==> config.mk <==
export PLATFORM = sky130hd
export DESIGN_NAME = hz_interlock_unit
export DESIGN_NICKNAME = d
export VERILOG_FILES = /design/src/rtl/hz_pkg.sv /design/src/rtl/hz_src_cmp.sv /design/src/rtl/hz_raw_detect.sv /design/src/rtl/hz_front_merge.sv /design/src/rtl/hz_interlock_unit.sv
export SDC_FILE = /design/constraint.sdc
export NUM_CORES = 1
export LEC_CHECK = 0
export ABC_AREA = 1
export BUFFER_PORTS_ARGS = -buffer_cell sky130_fd_sc_hd__buf_2
export CAP_MARGIN = 10
export CORE_AREA = 4 4 41 43
export DETAILED_ROUTE_END_ITERATION = 10
export DIE_AREA = 0 0 45 47
export GPL_ROUTABILITY_DRIVEN = 0
export PLACE_DENSITY = 0.68
export SLEW_MARGIN = 25
export SYNTH_ARGS = -nofsm -noshare
export SYNTH_HDL_FRONTEND = slang
export SYNTH_SLANG_ARGS = --single-unit
==> constraint.sdc <==
create_clock -name vclk -period 2.6
set_clock_uncertainty 0.05 [all_clocks]
set_input_delay 0.52 -clock vclk [all_inputs]
set_output_delay 0.52 -clock vclk [all_outputs]
set_load 0.02 [all_outputs]
==> src/rtl/hz_pkg.sv <==
package hz_pkg;

    // Older in-flight stages whose destinations are compared against decode.
    typedef enum logic [1:0] {
        STG_IDEX  = 2'd0,
        STG_EXMEM = 2'd1,
        STG_MEMWB = 2'd2
    } stage_e;

    localparam int NUM_STAGES = 3;

    // Front-end control produced each cycle.
    typedef struct packed {
        logic pc_hold;
        logic ifid_hold;
        logic idex_bubble;
    } front_ctrl_t;

    // Per-stage mask of stages whose matches stall.
    function automatic logic [NUM_STAGES-1:0] stall_mask(input bit wb_bypass);
        logic [NUM_STAGES-1:0] m;
        m = '1;
        if (wb_bypass) m[STG_MEMWB] = 1'b0;
        return m;
    endfunction

endpackage

==> src/rtl/hz_src_cmp.sv <==
module hz_src_cmp #(
    parameter int AW             = 5,
    parameter bit ZERO_REG_FIXED = 1'b1
) (
    input  logic [AW-1:0] rs,
    input  logic [AW-1:0] rt,
    input  logic          rs_used,
    input  logic          rt_used,
    input  logic [AW-1:0] dst,
    input  logic          dst_wen,
    output logic          hit
);
    logic dst_live;

    generate
        if (ZERO_REG_FIXED) begin : g_zero_fixed
            // Writes to register 0 are discarded, so nothing waits on them.
            assign dst_live = dst_wen && (dst != '0);
        end else begin : g_zero_plain
            assign dst_live = dst_wen;
        end
    endgenerate

    always_comb begin
        hit = dst_live && ((rs_used && (rs == dst)) || (rt_used && (rt == dst)));
    end
endmodule

==> src/rtl/hz_raw_detect.sv <==
module hz_raw_detect
    import hz_pkg::*;
#(
    parameter int AW             = 5,
    parameter int NSTG           = NUM_STAGES,
    parameter bit WB_BYPASS      = 1'b1,
    parameter bit ZERO_REG_FIXED = 1'b1
) (
    input  logic [AW-1:0] rs,
    input  logic [AW-1:0] rt,
    input  logic          rs_used,
    input  logic          rt_used,
    input  logic [AW-1:0] dst     [NSTG],
    input  logic          dst_wen [NSTG],
    output logic          raw_stall
);
    localparam logic [NSTG-1:0] STALL_EN = stall_mask(WB_BYPASS);

    logic [NSTG-1:0] hit_vec;

    generate
        for (genvar g = 0; g < NSTG; g++) begin : g_stage
            hz_src_cmp #(
                .AW             (AW),
                .ZERO_REG_FIXED (ZERO_REG_FIXED)
            ) u_cmp (
                .rs      (rs),
                .rt      (rt),
                .rs_used (rs_used),
                .rt_used (rt_used),
                .dst     (dst[g]),
                .dst_wen (dst_wen[g]),
                .hit     (hit_vec[g])
            );
        end
    endgenerate

    always_comb begin
        raw_stall = |(hit_vec & STALL_EN);
    end
endmodule

==> src/rtl/hz_front_merge.sv <==
module hz_front_merge
    import hz_pkg::*;
(
    input  logic        raw_stall,
    input  logic        mem_port_busy,
    output front_ctrl_t ctrl
);
    logic any_stall;

    always_comb begin
        // One freeze covers both causes; the held decode slot re-presents
        // the same instruction next cycle, so it cannot be lost or doubled.
        any_stall        = raw_stall | mem_port_busy;
        ctrl.pc_hold     = any_stall;
        ctrl.ifid_hold   = any_stall;
        ctrl.idex_bubble = any_stall;
    end
endmodule

==> src/rtl/hz_interlock_unit.sv <==
module hz_interlock_unit
    import hz_pkg::*;
#(
    parameter int AW             = 5,
    parameter bit WB_BYPASS      = 1'b1,
    parameter bit ZERO_REG_FIXED = 1'b1
) (
    input  logic [AW-1:0] id_rs,
    input  logic [AW-1:0] id_rt,
    input  logic          id_rs_used,
    input  logic          id_rt_used,
    input  logic [AW-1:0] idex_rd,
    input  logic          idex_wen,
    input  logic [AW-1:0] exmem_rd,
    input  logic          exmem_wen,
    input  logic          exmem_mem_access,
    input  logic [AW-1:0] memwb_rd,
    input  logic          memwb_wen,
    output logic          pc_hold,
    output logic          ifid_hold,
    output logic          idex_bubble
);
    logic [AW-1:0] stg_dst [NUM_STAGES];
    logic          stg_wen [NUM_STAGES];
    logic          raw_stall;
    front_ctrl_t   ctrl_d;

    always_comb begin
        stg_dst[STG_IDEX]  = idex_rd;
        stg_wen[STG_IDEX]  = idex_wen;
        stg_dst[STG_EXMEM] = exmem_rd;
        stg_wen[STG_EXMEM] = exmem_wen;
        stg_dst[STG_MEMWB] = memwb_rd;
        stg_wen[STG_MEMWB] = memwb_wen;
    end

    hz_raw_detect #(
        .AW             (AW),
        .NSTG           (NUM_STAGES),
        .WB_BYPASS      (WB_BYPASS),
        .ZERO_REG_FIXED (ZERO_REG_FIXED)
    ) u_raw (
        .rs        (id_rs),
        .rt        (id_rt),
        .rs_used   (id_rs_used),
        .rt_used   (id_rt_used),
        .dst       (stg_dst),
        .dst_wen   (stg_wen),
        .raw_stall (raw_stall)
    );

    hz_front_merge u_merge (
        .raw_stall     (raw_stall),
        .mem_port_busy (exmem_mem_access),
        .ctrl          (ctrl_d)
    );

    always_comb begin
        pc_hold     = ctrl_d.pc_hold;
        ifid_hold   = ctrl_d.ifid_hold;
        idex_bubble = ctrl_d.idex_bubble;
    end
endmodule

==> reports/metrics.cfg <==
[sta]
period_needed_ns = 1.92
slew_violations = 0
setup_tns_ns = 0
finalHoldViolCount = 0
setup_viol = 0
slew_headroom_pct = 89.2
holdWs_ns = 1.32
layout_setup_ws_ns = 0.683
min_period_over_period_pct = 73.7
rsz0062_at_grt = no
worstMarginPinSlew_ns = 0.161
max_freq_mhz = 522

[final_layout]
nNetsFinal = 166
seqCellArea_um2 = 0
n_antenna_cell = 0
seq_cell_count = 0
design_area_um2 = 574
drive_above_1_share_pct = 24.1
area_growth_pct = 33.4
instances_no_fill = 148
fillCellCount = 160
nClkBuffers = 0

[routing]
wirelength_um = 1170
vias_per_cell = 4.36
drcViolationCount = 0
postRouteAntennaNets = 0
avgRoutedWirePerCell_um = 7.92
vias = 645
drt_first_pass_iters = 6
first_iter_violations = 8

[floorplanning]
rows = 13
coreArea_mm2 = 0.00130
die_y_um = 47
dieArea_mm2 = 0.00212
design.portCount = 34
start_util_pct = 33.1
die_w_um = 45

[setup_path]
worstPathArrival_ns = 1.35
path_class = in -> out
crit_fanout = 5
crit_path_end_kind = output port
critPathRequiredTime_ns = 2.03
startpoint_type = input port

[global_routing]
antenna_found_initial = 0
grt_pass1_vias = 503
gr-total-overflow = 0
track_usage_pct = 11.6
grt_first_pass_wirelength_um = 1920
grt_start_max_net_pins = 6

[synthesis]
synth_cells = 107
netlist_area_um2 = 430
yosysSeqAreaShare_pct = 0
syn_nets = 138
ys_types = 9
syn_area_per_cell_um2 = 4.02
ys_warn_count = 0

[placement]
place_inst = 148
io_buffers = 28
dp_hpwl_um = 1080
dpl_worst_slack_ns = 0.669
place_area_um2 = 574

[power_and_ir_drop]
internal-power_w = 0.0000343
swShare_pct = 58.6
comb_power_share_pct = 100.0
power_density_mw_per_mm2 = 144
power_frac_seq_pct = 0
peakVddDrop_mv = 0.0558
leakage_nw = 0.434
switchingPower_w = 0.0000485
clockPowerShare_pct = 0

[clock_network]
cts_resized = 0
holdBufCountCts = 0
post_cts_buffers = 0

[outcome]
outcome = finished clean

[worst_hold_path]
min_path_type = in -> out

[flow_run]
drv_cap = 0

cell usage in the layout, fill, tap and decap left out, drive strengths merged:
master	synthesis	layout
nand2	56	56
buf	2	28
inv	22	22
nor2	16	16
nand3	5	5
o21ai	4	4
nand4	2	2
final timing paths:
check / startpoint / slack [ns] / cells after the start / to
worst max-delay path: idex_rd[0] / 0.68 / 8 / pc_hold
worst min-delay path: exmem_mem_access / 1.32 / 4 / idex_bubble
synth_stat cells:
cell	n	area share [%]
nand2_1	56	49
inv_1	19	17
nor2_1	16	14
nand3_1	4	4.7
o21ai_0	4	4.7
inv_2	3	2.6
buf_4	2	3.5
nand4_1	2	2.9
nand3_2	1	2.3
per-stage QoR:
step / utilization (%) / total power [W]
floorplan: - / 0.0000498
global placement: 44.1 / 0.0000821
detailed placement: 44.1 / 0.0000829
CTS: 44.1 / 0.0000833
global route: 44.1 / 0.0000960
finish: 44.1 / 0.0000829
area by class of cell:
cell class         instances  area [um^2]  area share, %
inverters                 22         82.6           14.4
multi-input cells         83          333           58.0
well taps                 15         18.8           3.27
repair buffers            28          140           24.4
worst max-delay path, stage by stage:
cell and delay (ns):
buf_2 0.09, inv_1 0.11, nand4_1 0.11, o21ai_0 0.15, inv_1 0.05, nand2_1 0.07, nand3_2 0.08, buf_2 0.16
layer usage:
metal / track usage [%] / vias to the layer above / wire (um)
li1: - / 365 / -
met1: 16.6 / 258 / 528
met2: 20.3 / 22 / 527
met3: 0.383 / 0 / 115
met4: 0 / 0 / 0
met5: 0 / - / 0
kinds of logic (layout without fill, tap and decap cells):
logic type | count (synthesis) | count (layout) | synth area share [%]
and+or+nand+nor | 79 | 79 | 72.7
buffers and inverters | 24 | 50 | 22.7
AOI/OAI and AO/OA | 4 | 4 | 4.65
power groups by stage:
stage	registers (W)	clock network (W)	logic, W
after CTS	0	0	0.0000833
final	0	0	0.0000829
after detailed placement	0	0	0.0000829
after global routing	0	0	0.0000960
after floorplan	0	0	0.0000498
after global placement	0	0	0.0000821
No activity file was read; power rests on OpenSTA's default activity.
